### config.mk
export PLATFORM = sky130hd
export DESIGN_NAME = pload_detect
export DESIGN_NICKNAME = d
export VERILOG_FILES = /design/src/rtl/pload_pkg.sv /design/src/rtl/pload_sync.sv /design/src/rtl/pload_rate_match.sv /design/src/rtl/pload_frame_sampler.sv /design/src/rtl/pload_detect.sv
export SDC_FILE = /design/constraint.sdc
export NUM_CORES = 1
export LEC_CHECK = 0
export BUFFER_PORTS_ARGS = -buffer_cell sky130_fd_sc_hd__buf_2
export CELL_PAD_IN_SITES_DETAIL_PLACEMENT = 1
export CELL_PAD_IN_SITES_GLOBAL_PLACEMENT = 2
export CORE_ASPECT_RATIO = 1.2
export CORE_UTILIZATION = 40
export CTS_CLUSTER_SIZE = 14
export DETAILED_ROUTE_END_ITERATION = 7
export HOLD_SLACK_MARGIN = 0.08
export MAX_ROUTING_LAYER = met4
export PLACE_DENSITY = 0.93
export RECOVER_POWER = 100
export SYNTH_ARGS = -nofsm -noshare
export SYNTH_HDL_FRONTEND = slang
export SYNTH_HIERARCHICAL = 1
export SYNTH_SLANG_ARGS = --single-unit
export TNS_END_PERCENT = 1
### constraint.sdc
create_clock -name clk -period 5 [get_ports clk]
set_clock_uncertainty 0.1 [all_clocks]
set_input_delay 0.5 -clock clk [delete_from_list [all_inputs] [get_ports clk]]
set_output_delay 0.5 -clock clk [all_outputs]
set_load 0.01 [all_outputs]
### src/rtl/pload_pkg.sv
package pload_pkg;

    localparam int NUM_RATES = 4;
    localparam logic [7:0] CR_CHAR = 8'h0D;

    typedef enum logic [2:0] {
        ST_OFF  = 3'd0,
        ST_HUNT = 3'd1,
        ST_MEAS = 3'd2,
        ST_SAMP = 3'd3,
        ST_LOCK = 3'd4
    } det_state_e;

    // rate table indexed by the baud code
    function automatic int rate_bps(input int code);
        case (code)
            0:       return 9600;
            1:       return 2400;
            2:       return 1200;
            default: return 300;
        endcase
    endfunction

endpackage

### src/rtl/pload_sync.sv
module pload_sync #(
    parameter int          W       = 4,
    parameter int          STAGES  = 2,
    parameter logic [W-1:0] RST_VAL = '0
) (
    input  logic         clk,
    input  logic         sys_rst_n,
    input  logic [W-1:0] din,
    output logic [W-1:0] dout
);

    logic [W-1:0] stg_d [STAGES];
    logic [W-1:0] stg_q [STAGES];

    for (genvar s = 0; s < STAGES; s++) begin : g_stage
        if (s == 0) begin : g_first
            always_comb stg_d[s] = din;
        end else begin : g_next
            always_comb stg_d[s] = stg_q[s-1];
        end

        always_ff @(posedge clk or negedge sys_rst_n) begin
            if (!sys_rst_n) stg_q[s] <= RST_VAL;
            else            stg_q[s] <= stg_d[s];
        end
    end

    assign dout = stg_q[STAGES-1];

endmodule

### src/rtl/pload_rate_match.sv
module pload_rate_match
    import pload_pkg::*;
#(
    parameter int CLK_HZ  = 125_000_000,
    parameter int TOL_PCT = 6,
    parameter int CNT_W   = 20
) (
    input  logic [CNT_W-1:0] meas_cnt,
    input  logic [1:0]       sel_code,
    output logic             hit,
    output logic [1:0]       hit_code,
    output logic [CNT_W-1:0] sel_period,
    output logic [CNT_W-1:0] sel_half
);

    logic [NUM_RATES-1:0] win;
    logic [CNT_W-1:0]     per_tab [NUM_RATES];

    for (genvar i = 0; i < NUM_RATES; i++) begin : g_rate
        localparam int PER = CLK_HZ / rate_bps(i);
        localparam int TOL = (PER * TOL_PCT) / 100;
        localparam int LO  = PER - TOL;
        localparam int HI  = PER + TOL;

        assign per_tab[i] = CNT_W'(PER);
        assign win[i]     = (meas_cnt >= CNT_W'(LO)) && (meas_cnt <= CNT_W'(HI));
    end

    always_comb begin
        hit      = |win;
        hit_code = 2'd0;
        for (int i = NUM_RATES - 1; i >= 0; i--) begin
            if (win[i]) hit_code = 2'(i);
        end
        sel_period = per_tab[sel_code];
        sel_half   = per_tab[sel_code] >> 1;
    end

endmodule

### src/rtl/pload_frame_sampler.sv
module pload_frame_sampler
    import pload_pkg::*;
#(
    parameter int CNT_W = 20
) (
    input  logic             clk,
    input  logic             sys_rst_n,
    input  logic             abort,
    input  logic             start,
    input  logic [CNT_W-1:0] half_per,
    input  logic [CNT_W-1:0] full_per,
    input  logic             rx,
    output logic             done,
    output logic             match
);

    typedef struct packed {
        logic             busy;
        logic [CNT_W-1:0] timer;
        logic [3:0]       idx;
        logic [8:0]       shreg;
        logic             done;
        logic             match;
    } samp_t;

    samp_t samp_d, samp_q;

    always_comb begin
        samp_d      = samp_q;
        samp_d.done = 1'b0;
        if (abort) begin
            samp_d.busy = 1'b0;
        end else if (start) begin
            samp_d.busy  = 1'b1;
            samp_d.timer = half_per - CNT_W'(1);
            samp_d.idx   = 4'd0;
        end else if (samp_q.busy) begin
            if (samp_q.timer == '0) begin
                samp_d.shreg = {rx, samp_q.shreg[8:1]};
                if (samp_q.idx == 4'd8) begin
                    samp_d.busy  = 1'b0;
                    samp_d.done  = 1'b1;
                    samp_d.match = (samp_q.shreg[8:1] == CR_CHAR) && rx;
                end else begin
                    samp_d.idx   = samp_q.idx + 4'd1;
                    samp_d.timer = full_per - CNT_W'(1);
                end
            end else begin
                samp_d.timer = samp_q.timer - CNT_W'(1);
            end
        end
    end

    always_ff @(posedge clk or negedge sys_rst_n) begin
        if (!sys_rst_n) samp_q <= '0;
        else            samp_q <= samp_d;
    end

    assign done  = samp_q.done;
    assign match = samp_q.match;

endmodule

### src/rtl/pload_detect.sv
module pload_detect
    import pload_pkg::*;
#(
    parameter int CLK_HZ      = 125_000_000,
    parameter int TOL_PCT     = 6,
    parameter int SYNC_STAGES = 2
) (
    input  logic       clk,
    input  logic       sys_rst_n,
    input  logic       mcu_rst,
    input  logic       psen_n,
    input  logic       ale,
    input  logic       rxd,
    output logic       load_mode,
    output logic       mode_locked,
    output logic       mode_serial,
    output logic [1:0] baud_sel,
    output logic       detect_stb
);

    localparam int SLOW_PER = CLK_HZ / 300;
    localparam int CNT_W    = $clog2(2 * SLOW_PER + 2);

    typedef struct packed {
        det_state_e       state;
        logic             rx_prev;
        logic             ale_prev;
        logic [CNT_W-1:0] cnt;
        logic             serial;
        logic [1:0]       baud;
        logic             stb;
    } det_t;

    det_t det_d, det_q;

    logic [3:0]       pins_s;
    logic             rst_s, psen_s, ale_s, rx_s;
    logic             m_hit;
    logic [1:0]       m_code, rate_sel;
    logic [CNT_W-1:0] per_full, per_half;
    logic             samp_start, samp_abort, samp_done, samp_match;
    logic             ale_rise, rx_fall;

    pload_sync #(
        .W       (4),
        .STAGES  (SYNC_STAGES),
        .RST_VAL (4'b1010)
    ) u_sync (
        .clk       (clk),
        .sys_rst_n (sys_rst_n),
        .din       ({rxd, ale, psen_n, mcu_rst}),
        .dout      (pins_s)
    );

    assign rst_s  = pins_s[0];
    assign psen_s = pins_s[1];
    assign ale_s  = pins_s[2];
    assign rx_s   = pins_s[3];

    assign rate_sel = (det_q.state == ST_SAMP) ? det_q.baud : m_code;

    pload_rate_match #(
        .CLK_HZ  (CLK_HZ),
        .TOL_PCT (TOL_PCT),
        .CNT_W   (CNT_W)
    ) u_match (
        .meas_cnt   (det_q.cnt),
        .sel_code   (rate_sel),
        .hit        (m_hit),
        .hit_code   (m_code),
        .sel_period (per_full),
        .sel_half   (per_half)
    );

    pload_frame_sampler #(
        .CNT_W (CNT_W)
    ) u_samp (
        .clk       (clk),
        .sys_rst_n (sys_rst_n),
        .abort     (samp_abort),
        .start     (samp_start),
        .half_per  (per_half),
        .full_per  (per_full),
        .rx        (rx_s),
        .done      (samp_done),
        .match     (samp_match)
    );

    assign ale_rise = ale_s && !det_q.ale_prev;
    assign rx_fall  = !rx_s && det_q.rx_prev;

    always_comb begin
        det_d          = det_q;
        det_d.stb      = 1'b0;
        det_d.rx_prev  = rx_s;
        det_d.ale_prev = ale_s;
        samp_start     = 1'b0;
        samp_abort     = 1'b0;

        if (!rst_s) begin
            det_d.state  = ST_OFF;
            det_d.serial = 1'b0;
            det_d.baud   = 2'd0;
            det_d.cnt    = '0;
            samp_abort   = 1'b1;
        end else begin
            case (det_q.state)
                ST_OFF: begin
                    if (!psen_s) det_d.state = ST_HUNT;
                end
                ST_HUNT, ST_MEAS, ST_SAMP: begin
                    if (ale_rise) begin
                        det_d.state  = ST_LOCK;
                        det_d.serial = 1'b0;
                        det_d.baud   = 2'd0;
                        det_d.stb    = 1'b1;
                        samp_abort   = 1'b1;
                    end else if (det_q.state == ST_HUNT) begin
                        if (rx_fall) begin
                            det_d.state = ST_MEAS;
                            det_d.cnt   = CNT_W'(1);
                        end
                    end else if (det_q.state == ST_MEAS) begin
                        if (!rx_s) begin
                            if (det_q.cnt != '1) det_d.cnt = det_q.cnt + CNT_W'(1);
                        end else if (m_hit) begin
                            det_d.state = ST_SAMP;
                            det_d.baud  = m_code;
                            samp_start  = 1'b1;
                        end else begin
                            det_d.state = ST_HUNT;
                        end
                    end else begin
                        if (samp_done) begin
                            if (samp_match) begin
                                det_d.state  = ST_LOCK;
                                det_d.serial = 1'b1;
                                det_d.stb    = 1'b1;
                            end else begin
                                det_d.state = ST_HUNT;
                                det_d.baud  = 2'd0;
                            end
                        end
                    end
                end
                default: ;
            endcase
        end
    end

    always_ff @(posedge clk or negedge sys_rst_n) begin
        if (!sys_rst_n) begin
            det_q          <= '0;
            det_q.state    <= ST_OFF;
            det_q.rx_prev  <= 1'b1;
        end else begin
            det_q <= det_d;
        end
    end

    assign load_mode   = (det_q.state != ST_OFF);
    assign mode_locked = (det_q.state == ST_LOCK);
    assign mode_serial = det_q.serial;
    assign baud_sel    = det_q.baud;
    assign detect_stb  = det_q.stb;

endmodule

==> results of run 1 <==
## cells in the final DEF (no fill, tap or decap), drive strengths merged, types with 6 or more instances in the layout
| cell type | n |
|---|---|
| dfrtp | 67 |
| nor2 | 61 |
| a21oi | 44 |
| nand2 | 44 |
| o21ai | 38 |
| nor3 | 35 |
| inv | 25 |
| nand3 | 22 |
| a31oi | 20 |
| clkbuf | 20 |
| nand4 | 16 |
| nor4 | 15 |
| xor2 | 14 |
| ha | 13 |
| and3 | 13 |
| buf | 13 |
| o31ai | 12 |
| or3 | 11 |
| o211ai | 11 |
| mux2 | 11 |
| xnor2 | 9 |
| a22oi | 7 |
| o21a | 7 |
| nand2b | 6 |
| a21o | 6 |
| or2 | 6 |
## how the worst max path moves through the flow
| stage | from | endpoint | slack (ns) | cells past startpoint |
|---|---|---|---|---|
| floorplan | det_q[8]$_DFFE_PN0P_ | u_samp/samp_q[34]$_DFFE_PN0P_ | 1.01 | 17 |
| global placement | det_q[8]$_DFFE_PN0P_ | u_samp/samp_q[34]$_DFFE_PN0P_ | 0.80 | 16 |
| detailed placement | det_q[13]$_DFFE_PN0P_ | u_samp/samp_q[32]$_DFFE_PN0P_ | 0.51 | 16 |
| CTS | det_q[13]$_DFFE_PN0P_ | u_samp/samp_q[22]$_DFFE_PN0P_ | 0.48 | 16 |
| global route | det_q[15]$_DFFE_PN0P_ | u_samp/samp_q[34]$_DFFE_PN0P_ | 0.03 | 16 |
| finish | det_q[15]$_DFFE_PN0P_ | u_samp/samp_q[22]$_DFFE_PN0P_ | 0.34 | 16 |
## state kept, by name, summed over array words and instances, names as in the netlist
register	count
u_sync/dout	4
u_samp/match	1
mode_serial	1
u_samp/samp_q	33
baud_sel	2
u_sync/stg_d	4
u_samp/done	1
det_q	25
detect_stb	1
## through the flow
stage               hold slack (ns)  instance area (sq um)  util [%]  instances
detailed placement           0.2394                   5660     40.96        800
finish                       0.1483                   5914     42.80        816
global placement             0.2378                   5660     40.96        800
global route                 0.1364                   5914     42.80        816
CTS                          0.1387                   5974     43.23        816
floorplan                    0.1044                   5695         -        667
## critical path, cell delays in order (launching register included)
cell and delay [ns]:
dfrtp_1 0.54, nand4_1 0.22, nor4_1 0.37, o31ai_1 0.14, a211oi_1 0.34, or2_1 0.19
mux2_1 0.18, inv_1 0.11, ha_1 0.34, or2_2 0.39, or4_1 0.61, nor2_1 0.20
nand2_1 0.13, xnor2_1 0.16, a22o_1 0.19, a31oi_1 0.18, o21ai_0 0.12
## kinds of logic after synthesis
| logic type | count (synthesis) |
|---|---|
| and+or+nand+nor | 257 |
| AOI/OAI and AO/OA | 198 |
| buffers and inverters | 83 |
| DFF | 72 |
| xor gates and xnor gates | 23 |
| muxes | 16 |
| adders and majority gates | 13 |
| other | 2 |
## power by group through the flow
stage	registers, mW	clock network, mW	logic [mW]
6_report	0.622	0.701	0.0885
3_3_place_gp	0.631	0	0.0868
3_5_place_dp	0.632	0	0.0912
5_1_grt	0.624	0.734	0.0991
2_1_floorplan	0.612	0	0.0748
4_1_cts	0.622	0.714	0.0921
## routing by layer
metal	up-vias	global-route usage (%)	wire length (microns)
li1	2425	-	-
met1	2613	29.90	7506
met2	133	43.79	8815
met3	52	3.940	600
met4	0	13.04	755
met5	-	-	0
## final cells by class
cell class / count / area share [%]
Tap cell: 171 / 3.618
Clock inverter: 6 / 1.269
Clock buffer: 10 / 4.041
Multi-Input combinational cell: 512 / 56.99
Inverter: 22 / 1.396
Timing Repair Buffer: 23 / 2.116
Sequential cell: 72 / 30.57
## Yosys cell counts (5+ instances only)
cell	number
buf_2	10
inv_1	21
o21ai_1	9
a21o_1	6
nand2_1	42
nand4_1	15
a31oi_1	18
dfrtp_1	67
dfstp_2	5
nand3_1	22
mux2i_1	5
nor4_2	5
xor2_1	14
clkbuf_1	9
ha_1	13
a22oi_1	7
and3_1	11
mux2_2	11
o31ai_1	12
o21a_1	7
nor4_1	9
a21oi_1	44
buf_4	37
nor3_1	32
o211ai_1	9
xnor2_1	9
nand2b_1	6
nor2_1	61
o21ai_0	27
or3_1	11
a41oi_1	5
==> metrics.yaml, run 1 <==
floorplanning:
  num_rows: 47
  die_height_microns: 132.6
  die_w_microns: 110.8
  start_util_pct: 41.13
  ios: 12
  design.core.area_sq_um: 13820
  die_area_sq_um: 14690
power_and_ir_drop:
  clkPwrFrac_pct: 49.7
  combPwrFrac_pct: 6.3
  ir_worst_vdd_v: 0.0001475
  total_power_mw: 1.411
  switching_power_mw: 0.3800
  power_leakage_nw: 2.280
  swShare_pct: 26.93
  internal_power_mw: 1.031
  power.density_nw_per_um2: 238.6
  p_seq_share_pct: 44.1
clock_network:
  cts_buffers: 9
  cts-root-buf: "clkbuf_16"
  path_clk_slew_ns: 0.06
  hold_buffers: 0
  cts_resized: 0
  cts_buffer_depth: 2
  htree_levels: 3
  tritoncts: "built"
  clk_latency_ns: 0.35
  cts_setup_buffers: 0
  cts.sink_count: 72
worst_setup_path:
  ff2ff_setup_slack_ns: 0.34
  r2r_end: "u_samp/samp_q[22]$_DFFE_PN0P_"
  cp_max_fo: 12
  worstPathArrival_ns: 4.77
  crit_path_end_kind: "flip-flop"
  r2r_start: "det_q[15]$_DFFE_PN0P_"
  required_ns: 5.11
  critical_path_class: "flip-flop to flip-flop"
  worst-r2r-cell-count: 16
  startpoint_type: "flip-flop"
synth:
  synth_fa_ha_area_share_pct: 2.862
  synth-xor-area-share_pct: 3.544
  muxShareOfSynthArea_pct: 3.060
  synth_area_leaders: "dfrtp_1, buf_4, nor2_1"
  avgSynthCellArea_sq_um: 8.561
  synth_top_area_share_pct: 29.50
  ys_seq_area_share_pct: 31.81
  synth_compound_area_share_pct: 24.79
  ys_warn_count: 6
  synthesis.area_sq_um: 5684
  synth_top_area_cell: "dfrtp_1"
  ys_types: 92
  synthCells: 664
  synth-edff-count: 0
  synth_top_family_by_area: "simple AND/OR/NAND/NOR gates"
  synthArstFlopShare_pct: 100.0
  synthFlopType: "dfrtp_1"
  synthSimpleGateAreaFrac_pct: 25.27
  ys_ff_latch: 72
cells_and_area:
  multi_input_area_sq_um: 3371
  register_area_sq_um: 1808
  area_growth_syn_to_layout_pct: 4.050
  diodes: 0
  layout-drive-gt1-share_pct: 11.16
  fillers: 1659
  nets: 659
detailed_routing:
  drt_iter0_drc: 351
  drt_wl_total_mm: 17.68
  wire_per_inst_microns: 21.66
  avgViaCountPerCell: 6.401
  drt_pass1_iterations: 5
  vias: 5223
  drcViolationCount: 0
  final_antenna_net_count: 0
global_routing:
  antenna_found_initial: 0
  grt_pass1_vias: 5527
  grt_overflow_total: 0
  grt_usage_pct: 25.94
  grt_pass1_wl_mm: 29.53
  grt_max_degree: 73
timing:
  grt_setup_unrepaired: "no"
  maxSlewHeadroom_pct: -164.2
  finalMaxSlewViolations: 73
  min_period_over_period_pct: 93.16
  max_slew.worst_pin.slew_ns: 3.963
  hold_violations: 0
  setup_viol_count_final: 0
  worst_slack_ns: 0.3419
  tns_ns: 0
  fin_crit_ns: 4.658
  fmaxAchievable_mhz: 214.7
hold_path:
  hp-class: "input pin to flip-flop"
  hold_path_end: "u_sync/stg_d[3]$_DFF_PN1_"
  hp-start: "rxd"
  hold-path-cell-count: 1
status:
  violations: "capacitance limit, slew limit"
  status: "finished with violations"
placed_design:
  dp_hpwl_mm: 12.40
  dpl_worst_slack_ns: 0.5051
  portBuffers: 11
  globalplace.congestion: 0.9329
run:
  maxCapViolCount: 1
Power figures use the tool's default switching activity.
==> inputs of run 2 (changes only) <==
Settings changed: CORE_UTILIZATION 40 to 39, PLACE_DENSITY 0.93 to 0.91, SYNTH_HIERARCHICAL 1 to default.
==> metrics.yaml, run 2 <==
cells_and_area:
  nets: 553  # -16%
  layout_common_cells: "dfrtp_1, o21ai_0, nand2_1, nor2_1, a21oi_1"
  area_growth_syn_to_layout_pct: 7.770
  largest-register: "u_samp.samp_q"
  largest_register_ffs: 33  # unchanged
  fillers: 1393  # -16%
  reg_top3: "u_samp.samp_q (33), det_q (25)"
  final_area_sq_um: 5050  # -15%
  finalNonFillerCells: 695  # -15%
  diodes: 0  # unchanged
  final_common_cell: "dfrtp_1"
  layout-drive-gt1-share_pct: 8.178  # -3.0 points
timing:
  finalMaxSlewViolations: 73  # unchanged
  hold_violations: 0  # unchanged
  min_period_over_period_pct: 90.61  # -2.5 points
  max_slew.worst_pin.slew_ns: 4.028  # +0.06434 ns
  worst_slack_ns: 0.4693  # +0.1274 ns
  tns_ns: 0  # unchanged
  maxSlewHeadroom_pct: -168.5  # -4.3 points
  fin_crit_ns: 4.531  # -0.1274 ns
  grt_setup_unrepaired: "no"
  setup_viol_count_final: 0  # unchanged
  fmaxAchievable_mhz: 220.7  # +2.8%
power_and_ir_drop:
  power_leakage_nw: 2.071  # -9.1%
  power.density_nw_per_um2: 313.9  # +32%
  ir_worst_vdd_v: 0.0002460  # +67%
synth:
  synthCells: 542  # -18%
  synth_top_area_cell: "dfrtp_1"
  synth-edff-count: 0  # unchanged
  synthFlopType: "dfrtp_1"
  synth_area_leaders: "dfrtp_1, o21ai_0, nand2_1"
  synth_fp_nets: 562
  ys_warn_count: 0  # -6
  ys_seq_area_share_pct: 38.58  # +6.8 points
  ys_types: 75  # -18%
  synthesis.area_sq_um: 4686  # -18%
  avgSynthCellArea_sq_um: 8.645  # +0.99%
  ys_top_cells_by_count: "dfrtp_1, o21ai_0, nand2_1, nor2_1, a21oi_1"
  yosysMostFrequentCell: "dfrtp_1"
  synth_top_area_share_pct: 35.78  # +6.3 points
  synthArstFlopShare_pct: 100.0  # unchanged
  ys_ff_latch: 72  # unchanged
hold_path:
  hp-class: "input pin to flip-flop"
global_routing:
  grt_pass1_wl_mm: 22.34  # -24%
  grt_usage_pct: 23.87  # -2.1 points
  grt_overflow_total: 0  # unchanged
  antenna_found_initial: 0  # unchanged
  grt_pass1_vias: 4344  # -21%
  grt_max_degree: 73  # unchanged
detailed_routing:
  vias: 4241  # -19%
  drt_wl_total_mm: 13.49  # -24%
  wire_per_inst_microns: 19.41  # -10%
  avgViaCountPerCell: 6.102  # -4.7%
  final_antenna_net_count: 0  # unchanged
  drt_iter0_drc: 198  # -44%
  drt_pass1_iterations: 4  # -1
  drcViolationCount: 0  # unchanged
worst_setup_path:
  cp_max_fo: 16  # +4
  crit_path_end_kind: "flip-flop"
  critical_path_class: "flip-flop to flip-flop"
  crit_family: "simple AND/OR/NAND/NOR gates"
  cp_cell_sequence: "ha_1, and3_1, a2111oi_0, or4_1, a31oi_4, inv_1, ha_1, inv_1, a21oi_1, ha_1, and3_1, o211ai_1, nor2_1, and3_1, a21oi_1, o31ai_1, a211o_1"
  path_buf_inv: 2  # +1
  ff2ff_setup_slack_ns: 0.47  # +0.13 ns
  startpoint_type: "flip-flop"
  required_ns: 5.13  # +0.02 ns
  slowest_delay_ns: 0.63  # +0.02 ns
  worstPathArrival_ns: 4.66  # -0.11 ns
  critPathSlowestCell: "or4_1"
status:
  violations: "capacitance limit, slew limit"
  status: "finished with violations"
floorplanning:
  die_height_microns: 122.1  # -7.9%
  die_area_sq_um: 12460  # -15%
  design.core.area_sq_um: 11620  # -16%
  num_rows: 43  # -8.5%
  ios: 12  # unchanged
  start_util_pct: 40.32  # -0.81 points
  die_w_microns: 102.1  # -7.9%
clock_network:
  cts_resized: 0  # unchanged
  cts-root-buf: "clkbuf_16"
  cts_setup_buffers: 0  # unchanged
  htree_levels: 3  # unchanged
  clk_latency_ns: 0.34  # about the same
  tritoncts: "built"
  hold_buffers: 0  # unchanged
  path_clk_slew_ns: 0.07  # about the same
  cts_buffer_depth: 2  # unchanged
  cts.sink_count: 72  # unchanged
  cts_buffers: 9  # unchanged
run:
  maxCapViolCount: 1  # unchanged
placed_design:
  globalplace.congestion: 0.9008  # -3.4%
  place_area_sq_um: 4800  # -15%
  place_inst: 679  # -15%
  portBuffers: 11  # unchanged
  dp_hpwl_mm: 9.376  # -24%
  dpl_worst_slack_ns: 0.6146  # +0.1095 ns
==> run 2: layout make-up <==
type	count	area, sq um	share of cell area [%]
Multi-Input combinational cell	412	2577	51.04
Clock buffer	9	225.2	4.460
Clock inverter	7	86.33	1.710
Inverter	22	82.58	1.635
Tap cell	157	196.4	3.890
Sequential cell	72	1808	35.80
Timing Repair Buffer	16	73.82	1.462
==> run 2: path summary, 6_finish.rpt <==
check,start,endpoint,depth (start not counted)
setup / recovery,det_q[4]$_DFFE_PN0P_,u_samp.samp_q[31]$_DFFE_PN0P_,17
hold / removal,psen_n,u_sync.stg_d[1]$_DFF_PN1_,1
setup reg to reg,det_q[4]$_DFFE_PN0P_,u_samp.samp_q[31]$_DFFE_PN0P_,17
hold reg to reg,u_sync.stg_d[0]$_DFF_PN0_,u_sync.dout[0]$_DFF_PN0_,0
max in group asynchronous,sys_rst_n,det_q[10]$_DFFE_PN0P_,1
min in group asynchronous,sys_rst_n,det_q[20]$_DFFE_PN0P_,1
==> run 2: per-stage QoR <==
step	utilization (%)	hold slack (ns)	power [mW]
after floorplan	-	0.1044	0.8303
after global placement	41.30	0.2364	0.9090
after detailed placement	41.30	0.2472	0.9161
after CTS	43.98	0.1412	1.607
after global routing	43.45	0.1387	1.661
final	43.45	0.1514	1.585
==> run 2: worst register-to-register path: stages, from the launching register on <==
cell and delay [ns]:
dfrtp_1 0.44, ha_1 0.26, and3_1 0.34, a2111oi_0 0.14, or4_1 0.63, a31oi_4 0.51, inv_1 0.19, ha_1 0.26
inv_1 0.09, a21oi_1 0.07, ha_1 0.26, and3_1 0.15, o211ai_1 0.21, nor2_1 0.12, and3_1 0.21, a21oi_1 0.13
o31ai_1 0.08, a211o_1 0.23
==> run 2: cells by family (layout without fill, tap and decap cells) <==
family,count (synthesis),after routing,synth area share [%]
buffers and inverters,58,54,5.554
muxes,14,14,3.338
adders and majority gates,14,14,3.738
AOI/OAI and AO/OA,175,175,25.02
and+or+nand+nor,206,206,23.20
xor gates and xnor gates,3,3,0.5609
DFF,72,72,38.58
==> run 2: report_power, final <==
part           switching (mW)  total [mW]  internal, mW  leakage (nW)
clock                   0.284       0.681         0.398         0.150
combinational           0.175       0.271        0.0956         0.947
sequential             0.0323       0.633         0.601         0.974
total                   0.491        1.58          1.09          2.07
==> run 2: metal layers <==
metal / routed length (microns) / up-vias / part of all wire, % / global-route usage (%)
li1: - / 2008 / - / -
met1: 6068 / 2138 / 45 / 30.16
met2: 6812 / 76 / 51 / 39.14
met3: 361 / 19 / 2.7 / 3.557
met4: 246 / 0 / 1.8 / 7.500
met5: 0 / - / 0 / -
